[src/rtl/ev_log_pkg.sv]
package ev_log_pkg;

   localparam int SEC_W  = 6;
   localparam int MIN_W  = 6;
   localparam int HR_W   = 5;
   localparam int DAY_W  = 5;
   localparam int MON_W  = 4;
   localparam int DUR_W  = 16;
   localparam int BYTE_W = 8;

   typedef struct packed {
      logic [MON_W-1:0] mon;
      logic [DAY_W-1:0] day;
      logic [HR_W-1:0]  hr;
      logic [MIN_W-1:0] mins;
      logic [SEC_W-1:0] secs;
   } stamp_t;

   localparam int STAMP_W = $bits(stamp_t);

   typedef enum logic [1:0] {
      SC_LOOK  = 2'd0,
      SC_WRITE = 2'd1,
      SC_ACK   = 2'd2,
      SC_CLR   = 2'd3
   } scan_st_t;

   function automatic logic [DAY_W-1:0] days_in(input logic [MON_W-1:0] m);
      case (m)
         4'd2:                   days_in = 5'd28;
         4'd4, 4'd6, 4'd9, 4'd11: days_in = 5'd30;
         default:                days_in = 5'd31;
      endcase
   endfunction

endpackage

[src/rtl/ev_calendar.sv]
module ev_calendar
   import ev_log_pkg::*;
#(
   parameter int SEC_PER_MIN  = 60,
   parameter int MIN_PER_HOUR = 60,
   parameter int HOUR_PER_DAY = 24
) (
   input  logic   clk,
   input  logic   rst_n,
   input  logic   tick,
   output stamp_t now
);

   if (SEC_PER_MIN < 2 || SEC_PER_MIN > (1 << SEC_W)) begin : g_bad_spm
      $error("SEC_PER_MIN out of range");
   end
   if (MIN_PER_HOUR < 2 || MIN_PER_HOUR > (1 << MIN_W)) begin : g_bad_mph
      $error("MIN_PER_HOUR out of range");
   end
   if (HOUR_PER_DAY < 2 || HOUR_PER_DAY > (1 << HR_W)) begin : g_bad_hpd
      $error("HOUR_PER_DAY out of range");
   end

   localparam logic [SEC_W-1:0] SEC_LAST = SEC_W'(SEC_PER_MIN - 1);
   localparam logic [MIN_W-1:0] MIN_LAST = MIN_W'(MIN_PER_HOUR - 1);
   localparam logic [HR_W-1:0]  HR_LAST  = HR_W'(HOUR_PER_DAY - 1);

   logic sec_end, min_end, hr_end, day_end, mon_end;

   always_comb begin
      sec_end = (now.secs == SEC_LAST);
      min_end = (now.mins == MIN_LAST);
      hr_end  = (now.hr == HR_LAST);
      day_end = (now.day == days_in(now.mon));
      mon_end = (now.mon == MON_W'(12));
   end

   always_ff @(posedge clk or negedge rst_n) begin
      if (!rst_n) begin
         now.mon  <= MON_W'(1);
         now.day  <= DAY_W'(1);
         now.hr   <= '0;
         now.mins <= '0;
         now.secs <= '0;
      end else if (tick) begin
         if (!sec_end) begin
            now.secs <= now.secs + 1'b1;
         end else begin
            now.secs <= '0;
            if (!min_end) begin
               now.mins <= now.mins + 1'b1;
            end else begin
               now.mins <= '0;
               if (!hr_end) begin
                  now.hr <= now.hr + 1'b1;
               end else begin
                  now.hr <= '0;
                  if (!day_end) begin
                     now.day <= now.day + 1'b1;
                  end else begin
                     now.day <= DAY_W'(1);
                     now.mon <= mon_end ? MON_W'(1) : now.mon + 1'b1;
                  end
               end
            end
         end
      end
   end

   assert_sec_range_R2: assert property (@(posedge clk) disable iff (!rst_n)
      now.secs <= SEC_LAST);

   assert_sec_step_R2: assert property (@(posedge clk) disable iff (!rst_n)
      (tick && !sec_end) |=> (now.secs == $past(now.secs) + 1'b1) && $stable(now.mins));

   assert_day_range_R3: assert property (@(posedge clk) disable iff (!rst_n)
      (now.day >= DAY_W'(1)) && (now.day <= days_in(now.mon)) && (now.mon >= MON_W'(1)) && (now.mon <= MON_W'(12)));

   assert_year_wrap_R3: assert property (@(posedge clk) disable iff (!rst_n)
      (tick && sec_end && min_end && hr_end && day_end && mon_end) |=> (now.mon == MON_W'(1)) && (now.day == DAY_W'(1)));

   assert_hold_R2: assert property (@(posedge clk) disable iff (!rst_n)
      !tick |=> $stable(now));

endmodule

[src/rtl/ev_scanner.sv]
module ev_scanner
   import ev_log_pkg::*;
#(
   parameter int NUM_CELLS = 4,
   parameter int CH_W      = $clog2(NUM_CELLS)
) (
   input  logic                       clk,
   input  logic                       rst_n,
   input  logic [NUM_CELLS-1:0]       cell_valid,
   input  logic [NUM_CELLS*DUR_W-1:0] cell_dur,
   output logic [NUM_CELLS-1:0]       cell_ack,
   output logic [NUM_CELLS-1:0]       cell_clr,
   output logic                       wr_en,
   output logic [CH_W-1:0]            wr_chan,
   output logic [DUR_W-1:0]           wr_dur
);

   localparam logic [CH_W-1:0] PTR_LAST = CH_W'(NUM_CELLS - 1);

   scan_st_t          st;
   logic [CH_W-1:0]   ptr;
   logic [CH_W-1:0]   ptr_nxt;
   logic [DUR_W-1:0]  cap_dur;
   logic [DUR_W-1:0]  dur_arr [NUM_CELLS];
   logic              hit;

   for (genvar g = 0; g < NUM_CELLS; g++) begin : g_cell
      assign dur_arr[g]  = cell_dur[g*DUR_W +: DUR_W];
      assign cell_ack[g] = (st == SC_ACK) && (ptr == CH_W'(g));
      assign cell_clr[g] = (st == SC_CLR) && (ptr == CH_W'(g));
   end

   always_comb begin
      ptr_nxt = (ptr == PTR_LAST) ? '0 : ptr + 1'b1;
      hit     = cell_valid[ptr];
   end

   always_ff @(posedge clk or negedge rst_n) begin
      if (!rst_n) begin
         st      <= SC_LOOK;
         ptr     <= '0;
         cap_dur <= '0;
      end else begin
         case (st)
            SC_LOOK: begin
               if (hit) begin
                  cap_dur <= dur_arr[ptr];
                  st      <= SC_WRITE;
               end else begin
                  ptr <= ptr_nxt;
               end
            end
            SC_WRITE: st <= SC_ACK;
            SC_ACK:   st <= SC_CLR;
            default: begin
               st  <= SC_LOOK;
               ptr <= ptr_nxt;
            end
         endcase
      end
   end

   assign wr_en   = (st == SC_WRITE);
   assign wr_chan = ptr;
   assign wr_dur  = cap_dur;

   assert_ack_onehot_R5: assert property (@(posedge clk) disable iff (!rst_n)
      $onehot0(cell_ack) && $onehot0(cell_clr) && ((cell_ack & cell_clr) == '0));

   assert_clr_after_ack_R5: assert property (@(posedge clk) disable iff (!rst_n)
      (cell_ack != '0) |=> (cell_clr == $past(cell_ack)));

   assert_write_before_ack_R4: assert property (@(posedge clk) disable iff (!rst_n)
      wr_en |=> (cell_ack != '0));

   assert_idle_cell_R9: assert property (@(posedge clk) disable iff (!rst_n)
      ((st == SC_LOOK) && !hit) |=> (cell_ack == '0) && !wr_en);

endmodule

[src/rtl/ev_log_store.sv]
module ev_log_store #(
   parameter int LOG_DEPTH = 8,
   parameter int REC_W     = 44,
   parameter int CNT_W     = $clog2(LOG_DEPTH)
) (
   input  logic             clk,
   input  logic             rst_n,
   input  logic             wr_en,
   input  logic [REC_W-1:0] wr_rec,
   input  logic             clear,
   input  logic [CNT_W-1:0] rd_addr,
   output logic [REC_W-1:0] rd_data,
   output logic [CNT_W-1:0] count
);

   if (LOG_DEPTH < 2) begin : g_bad_depth
      $error("LOG_DEPTH must be at least 2");
   end

   localparam logic [CNT_W-1:0] CNT_TOP = CNT_W'(LOG_DEPTH - 1);

   logic [REC_W-1:0] mem [LOG_DEPTH];

   always_ff @(posedge clk or negedge rst_n) begin
      if (!rst_n) begin
         count <= '0;
      end else if (clear) begin
         count <= '0;
      end else if (wr_en && (count != CNT_TOP)) begin
         count <= count + 1'b1;
      end
   end

   always_ff @(posedge clk) begin
      if (wr_en) begin
         mem[count] <= wr_rec;
      end
   end

   if ((1 << CNT_W) == LOG_DEPTH) begin : g_rd_pow2
      assign rd_data = mem[rd_addr];
   end else begin : g_rd_guard
      assign rd_data = (rd_addr <= CNT_TOP) ? mem[rd_addr] : '0;
   end

   assert_cnt_bound_R7: assert property (@(posedge clk) disable iff (!rst_n)
      count <= CNT_TOP);

   assert_cnt_step_R7: assert property (@(posedge clk) disable iff (!rst_n)
      (wr_en && !clear && (count != CNT_TOP)) |=> (count == $past(count) + 1'b1));

   assert_cnt_sat_R7: assert property (@(posedge clk) disable iff (!rst_n)
      (wr_en && !clear && (count == CNT_TOP)) |=> (count == CNT_TOP));

   assert_clear_R8: assert property (@(posedge clk) disable iff (!rst_n)
      clear |=> (count == '0));

endmodule

[src/rtl/ev_log_master.sv]
module ev_log_master
   import ev_log_pkg::*;
#(
   parameter int NUM_CELLS    = 4,
   parameter int LOG_DEPTH    = 8,
   parameter int SEC_PER_MIN  = 60,
   parameter int MIN_PER_HOUR = 60,
   parameter int HOUR_PER_DAY = 24,
   localparam int CH_W        = (NUM_CELLS > 1) ? $clog2(NUM_CELLS) : 1,
   localparam int CNT_W       = $clog2(LOG_DEPTH),
   localparam int REC_W       = CH_W + STAMP_W + DUR_W
) (
   input  logic                       clk,
   input  logic                       rst_n,
   input  logic                       sec_tick,
   input  logic [NUM_CELLS-1:0]       cell_valid,
   input  logic [NUM_CELLS*DUR_W-1:0] cell_dur,
   output logic [NUM_CELLS-1:0]       cell_ack,
   output logic [NUM_CELLS-1:0]       cell_clr,
   input  logic                       host_clear,
   input  logic [CNT_W-1:0]           rd_addr,
   output logic [REC_W-1:0]           rd_data,
   output logic [CNT_W-1:0]           entry_count
);

   if (NUM_CELLS < 2) begin : g_bad_cells
      $error("NUM_CELLS must be at least 2");
   end

   stamp_t            now;
   logic              wr_en;
   logic [CH_W-1:0]   wr_chan;
   logic [DUR_W-1:0]  wr_dur;
   logic [REC_W-1:0]  wr_rec;

   ev_calendar #(
      .SEC_PER_MIN  (SEC_PER_MIN),
      .MIN_PER_HOUR (MIN_PER_HOUR),
      .HOUR_PER_DAY (HOUR_PER_DAY)
   ) u_cal (
      .clk   (clk),
      .rst_n (rst_n),
      .tick  (sec_tick),
      .now   (now)
   );

   ev_scanner #(
      .NUM_CELLS (NUM_CELLS),
      .CH_W      (CH_W)
   ) u_scan (
      .clk        (clk),
      .rst_n      (rst_n),
      .cell_valid (cell_valid),
      .cell_dur   (cell_dur),
      .cell_ack   (cell_ack),
      .cell_clr   (cell_clr),
      .wr_en      (wr_en),
      .wr_chan    (wr_chan),
      .wr_dur     (wr_dur)
   );

   assign wr_rec = {wr_chan, now, wr_dur[DUR_W-1 -: BYTE_W], wr_dur[BYTE_W-1:0]};

   ev_log_store #(
      .LOG_DEPTH (LOG_DEPTH),
      .REC_W     (REC_W),
      .CNT_W     (CNT_W)
   ) u_store (
      .clk     (clk),
      .rst_n   (rst_n),
      .wr_en   (wr_en),
      .wr_rec  (wr_rec),
      .clear   (host_clear),
      .rd_addr (rd_addr),
      .rd_data (rd_data),
      .count   (entry_count)
   );

   assert_clear_keeps_time_R8: assert property (@(posedge clk) disable iff (!rst_n)
      (host_clear && !sec_tick) |=> $stable(now));

endmodule

[config.mk]
export PLATFORM = sky130hd
export DESIGN_NAME = ev_log_master
export DESIGN_NICKNAME = d
export VERILOG_FILES = /design/src/rtl/ev_log_pkg.sv /design/src/rtl/ev_calendar.sv /design/src/rtl/ev_scanner.sv /design/src/rtl/ev_log_store.sv /design/src/rtl/ev_log_master.sv
export SDC_FILE = /design/constraint.sdc
export NUM_CORES = 1
export LEC_CHECK = 0
export BUFFER_PORTS_ARGS = -buffer_cell sky130_fd_sc_hd__buf_2
export CAP_MARGIN = 15
export CORE_MARGIN = 2
export CORE_UTILIZATION = 35
export CTS_CLUSTER_DIAMETER = 80
export CTS_CLUSTER_SIZE = 10
export DETAILED_ROUTE_END_ITERATION = 8
export SLEW_MARGIN = 20
export SYNTH_ARGS = -nofsm -noshare
export SYNTH_HDL_FRONTEND = slang
export SYNTH_SLANG_ARGS = --single-unit
[constraint.sdc]
create_clock -name clk -period 4.6 [get_ports clk]
set_clock_uncertainty 0.15 [all_clocks]
set_input_delay 0.92 -clock clk [delete_from_list [all_inputs] [get_ports clk]]
set_output_delay 0.92 -clock clk [all_outputs]
set_load 0.01 [all_outputs]
# After elaboration in Yosys (flattened, before gate mapping)
# Memory sizes are Yosys's and may differ from the RTL's.
# Index checks and enable logic that the tools add are counted.
op_classes:
  muxes: 20
  n_eq_ne: 19
  n_bitwise: 2
  n_reduce_logical: 20
  magnitude_cmp: 2
  n_addsub: 7
ops:
  columns: ["op", "count"]
  rows:
  - ["16-bit binary-select mux with 2-bit select", 1]
  - ["16-bit 2-to-1 mux", 2]
  - ["6-bit by 1-bit adder with 6-bit output, second input constant", 2]
  - ["4-bit equality test, second input constant", 3]
  - ["6-bit equality test, second input constant", 2]
  - ["6-bit 2-to-1 mux", 2]
  - ["5-bit by 1-bit adder with 5-bit output, second input constant", 2]
  - ["5-bit 2-to-1 mux", 2]
  - ["1-bit logical AND", 9]
  - ["2-bit equality test, second input constant", 4]
  - ["4-bit by 3-bit equality test with 1-bit output, second input constant", 2]
  - ["2-bit one-hot mux with 2 select lines", 2]
  - ["2-bit 2-to-1 mux", 3]
  - ["3-bit 2-to-1 mux", 2]
  - ["2-bit one-hot mux with 3 select lines", 1]
  - ["2-bit AND reduction", 3]
  - ["5-bit equality test", 1]
  - ["5-bit equality test, second input constant", 1]
  - ["5-bit AND reduction", 1]
  - ["4-bit by 1-bit adder with 4-bit output, second input constant", 1]
  - ["2-bit by 1-bit equality test with 1-bit output, second input constant", 2]
  - ["4-bit by 2-bit equality test with 1-bit output, second input constant", 1]
  - ["2-bit logical NOT", 2]
  - ["4-bit 2-to-1 mux", 1]
  - ["16 further kinds", 18]
totals:
  mem_bits_rw: 352
  out_inout_bits: 55
  memories: 1
  inputBits: 75
  register_bits: 49
mem_list:
  columns: ["memory", "words", "word_bits", "read_ports", "rd_clocked_by_memory_dff", "wr", "line_no", "rtl"]
  rows:
  - ["u_store.mem", 8, 44, 1, 0, 1, "ev_log_store.sv:22", "logic [REC_W-1:0] mem [LOG_DEPTH];"]

# Logic depth before layout (Yosys ltp)
depth:
  depth_word: 5
  mapped_depth: 7
  ltp_nobuf: 7

# Hierarchy
# Synthesis repeated with hierarchy kept, for this count alone.
unflattened:
  cells_unflattened: 778
  hier_area_um2: 16412.0
modules_own_cells:
  columns: ["mod", "cells_per_inst", "seq_area_each_um2", "n_inst", "area_per_inst_um2"]
  rows:
  - ["ev_log_store", 534, 10645.2, 1, 13459.2]
  - ["ev_scanner", 97, 500.5, 1, 1488.9]
  - ["ev_calendar", 147, 653.1, 1, 1463.9]

# Least setup slack after synthesis
# No wires, ideal clock.
synth_timing:
  path_type: "reg2reg"
  from: "reg u_scan.st[1]"
  to: "mem u_store.mem[4][0] (enable)"
  setup_slack_ns: 0.169
  period_less_slack_ns: 4.431
  n_path_buf: 0
  setup_ns: 0.500
  t_arrival_ns: 3.781
  path_stages_with_launch: 5
  t_required_ns: 3.950
  cell_sequence: "dfrtp_1 -> inv_1 -> ha_1 -> nand2_1 -> nor3_1"
synth_between:
  elab_chain_cells: 3
synth_rtl:
  columns: ["element", "line_no", "rtl"]
  rows:
  - ["start: declaration", "ev_scanner.sv:20", "scan_st_t st;"]
  - ["start signal: assignment", "ev_scanner.sv:40", "st <= SC_LOOK;"]
  - ["start signal: assignment", "ev_scanner.sv:48", "st <= SC_WRITE;"]
  - ["start signal: assignment", "ev_scanner.sv:53", "SC_WRITE: st <= SC_ACK;"]
  - ["2-bit by 1-bit equality test with 1-bit output", "ev_scanner.sv:63", "assign wr_en = (st == SC_WRITE);"]
  - ["1-bit 2-to-1 mux", "ev_log_store.sv:35", "if (wr_en) begin"]
  - ["1-bit 2-to-1 mux (implied by the code)", "ev_log_store.sv:36", "mem[count] <= wr_rec;"]
  - ["end: declaration", "ev_log_store.sv:22", null]
# Every way passes these cells.

# Worst setup path in the final report
layout_timing:
  from: "in rd_addr[0]"
  to: "out rd_data[3]"
layout_between:
  elab_chain_cells: 1
layout_rtl:
  columns: ["element", "line_no", "rtl"]
  rows:
  - ["start: declaration", "ev_log_master.sv:21", "input logic [CNT_W-1:0] rd_addr,"]
  - ["memory 8 x 44 bit", null, null]
  - ["end: declaration", "ev_log_master.sv:22", "output logic [REC_W-1:0] rd_data,"]
# Every way passes these cells.

==> qor.yml <==
final_layout:
  insertedDiodeCount: 0
  area_growth_pct: 17.8
  layout_common_cells: "edfxtp_1, buf_2, mux4_2, mux2_2, dfrtp_1"
  drive_gt1_share_pct: 40.8
  final_common_cell: "edfxtp_1"
  final_nets: 1031
timing:
  hold_viol_final: 0
  fin_crit_sh_pct: 80.3
  fmax_mhz: 271
  rsz0062_at_grt: "no"
  setup_viol: 0
  slew_violations: 0
  setup_tns_ns: 0
  maxSlewHeadroom_pct: 43.1
  finalCriticalPeriod_ns: 3.69
  worstMarginPinSlew_ns: 0.853
clock_network:
  cts_setup_buffers: 0
  clkTransAtPathRegs_ns: 0.06
  cts_tree: "done"
  cts_hold_buf: 0
  cts.sinks: 401
  ctsResizeCount: 0
  ctsLongestPathBuffers: 3
  numCtsBuffers: 46
  cts_root_buffer: "clkbuf_16"
  htreeDepth: 2
  clock_latency_ns: 0.57
global_routing:
  grt_first_pass_wirelength_um: 52800
  overflow: 0
  grt_antenna_before_repair: 1
  grt_max_degree: 45
  grt_pass1_vias: 8477
  grt_usage_pct: 14.9
power:
  clkPwrFrac_pct: 34.6
  p_per_area_nw_per_um2: 495
  p_leak_uw: 0.00676
  pwr-share-seq_pct: 52.2
  p_switching_uw: 2400
  finalPower_uw: 9430
  combPwrFrac_pct: 13.2
  swShare_pct: 25.4
  internal-power_uw: 7040
  ir_worst_vdd_mv: 0.310
critical_path:
  worst-path-max-fanout: 26
  worstSetupPathType: "in -> out"
  cpMaxStageDelayCell: "mux4_2"
  critical_path_buf_inv_count: 3
  critical_path.max_stage_delay_ns: 0.56
  cp-end-kind: "output port"
  crit_family: "multiplexers"
  crit_chain: "buf_6 -> buf_4 -> mux4_2 -> mux2_2 -> buf_2"
  arrival_ns: 2.62
  cp-start-kind: "input pin"
  worstPathRequired_ns: 3.53
yosys:
  ys_warn_count: 0
  async_flop_share_pct: 12.2
  synth_area_um2: 16200
  syn_nets: 860
  synth_cell_type_count: 48
  synth-edff-count: 352
  yosys_register_bits: 401
  ys.flop_type: "edfxtp_1"
  synthCells: 766
  yosysSeqAreaShare_pct: 72.9
  syn_avg_cell_area_um2: 21.1
placement:
  dp_hpwl_um: 20400
  gp_congestion: 0.714
  numPortBuffers: 129
die:
  die_y_um: 219
  rows: 78
  core_area_um2: 45500
  initial_utilization_pct: 35.6
  die_w_um: 219
  dieArea_um2: 48000
  io_pins: 130
routing:
  drtIter0Drc: 629
  routed.top_layer: "met5"
  wl_met3_um: 1600
  drc: 0
  routed_wl_um: 34800
  wl_met2_um: 16500
  ant_nets: 0
  wl_per_cell_um: 22.1
  vias: 7911
  drtPass1Iterations: 5
  avgViaCountPerCell: 5.02
  wl_met1_um: 15900
min_path:
  hold_path.class: "in -> async"
flow_run:
  drv_cap: 0
outcome:
  outcome: "completed"
## synth_stat cells (all sizes together), types with 2 or more instances
master | n | area (um2)
o31ai | 2 | 15.0
buf | 21 | 119
nand2 | 20 | 77.6
clkbuf | 12 | 45.0
nand2b | 9 | 56.3
a21oi | 8 | 40.0
dfrtp | 47 | 1180
mux2i | 5 | 50.1
nor2 | 22 | 82.6
xor2 | 6 | 52.6
inv | 7 | 26.3
nand3 | 3 | 15.0
and2 | 9 | 56.3
mux2 | 66 | 747
nand4b | 2 | 32.5
dfstp | 2 | 52.6
ha | 19 | 238
nand4 | 6 | 52.6
o211ai | 2 | 28.8
mux4 | 105 | 2360
nor3 | 3 | 20.0
xnor2 | 3 | 26.3
a211oi | 2 | 15.0
o21ai | 18 | 90.1
nor3b | 4 | 35.0
edfxtp | 352 | 10600
## routing by layer
metal / vias up / global-route usage, %
met5: - / 0
met4: 2 / 4.53
met2: 182 / 23.7
li1: 3509 / -
met3: 61 / 2.76
met1: 4157 / 20.9
## registers in the layout (all words and copies together), names as in the netlist
name,count
u_scan.wr_chan,2
u_scan.st,2
u_store.count,3
u_scan.wr_dur,16
u_cal.now,26
u_store.mem,352
## worst paths after layout
path / from / to / slack (ns) / cells past startpoint
hold / removal: rst_n / u_cal.now[24]$_DFFE_PN0P_ / 0.27 / 1
max in group asynchronous: rst_n / u_scan.wr_dur[0]$_DFFE_PN0P_ / 3.16 / 2
hold reg to reg: u_cal.now[17]$_DFFE_PN1P_ / u_cal.now[17]$_DFFE_PN1P_ / 0.44 / 1
setup reg to reg: u_scan.wr_chan[0]$_DFFE_PN0P_ / u_scan.wr_dur[0]$_DFFE_PN0P_ / 1.87 / 3
min in group clk: host_clear / u_store.count[0]$_DFFE_PN0P_ / 0.40 / 2
setup / recovery: rd_addr[0] / rd_data[3] / 0.91 / 5
## cell type report
| type | count | area, um2 |
|---|---|---|
| Fill cell | 4023 | 26400 |
| Sequential cell | 401 | 11800 |
| Multi-Input combinational cell | 325 | 4260 |
| Clock buffer | 81 | 1280 |
| Timing Repair Buffer | 156 | 907 |
| Tap cell | 600 | 751 |
| Clock inverter | 5 | 47.5 |
| Inverter | 7 | 26.3 |
## metrics by stage
step	hold WS, ns	utilization (%)	setup slack [ns]	instance area, um2	instances
finish	0.266	41.9	0.906	19100	1575
global route	0.298	41.9	0.766	19100	1575
CTS	0.266	41.9	0.850	19100	1575
detailed placement	0.440	39.0	0.854	17700	1489
global placement	0.420	39.0	0.857	17700	1489
floorplan	0.375	-	0.169	16200	766
## cells by family after synthesis
group           count (synthesis)  share of synthesized area (%)
xor+xnor                        9                          0.487
compound gates                 36                           1.43
fa+ha+maj                      19                           1.47
flops                         401                           72.9
mux                           176                           19.5
buf+inv                        40                           1.17
simple gates                   85                           3.05
## worst register-to-register path, stage by stage (launching register included)
cell	delay, ns
dfrtp_1	0.90
mux4_2	0.69
nand2_2	0.46
mux2_2	0.41
## power by group through the flow
stage	combinational, uW	sequential [uW]	clock [uW]
global route	1370	4980	3500
finish	1250	4920	3260
floorplan	880	4850	0
global placement	1260	4970	0
CTS	1290	4930	3340
detailed placement	1280	5000	0
No activity file was read; power rests on OpenSTA's default activity.
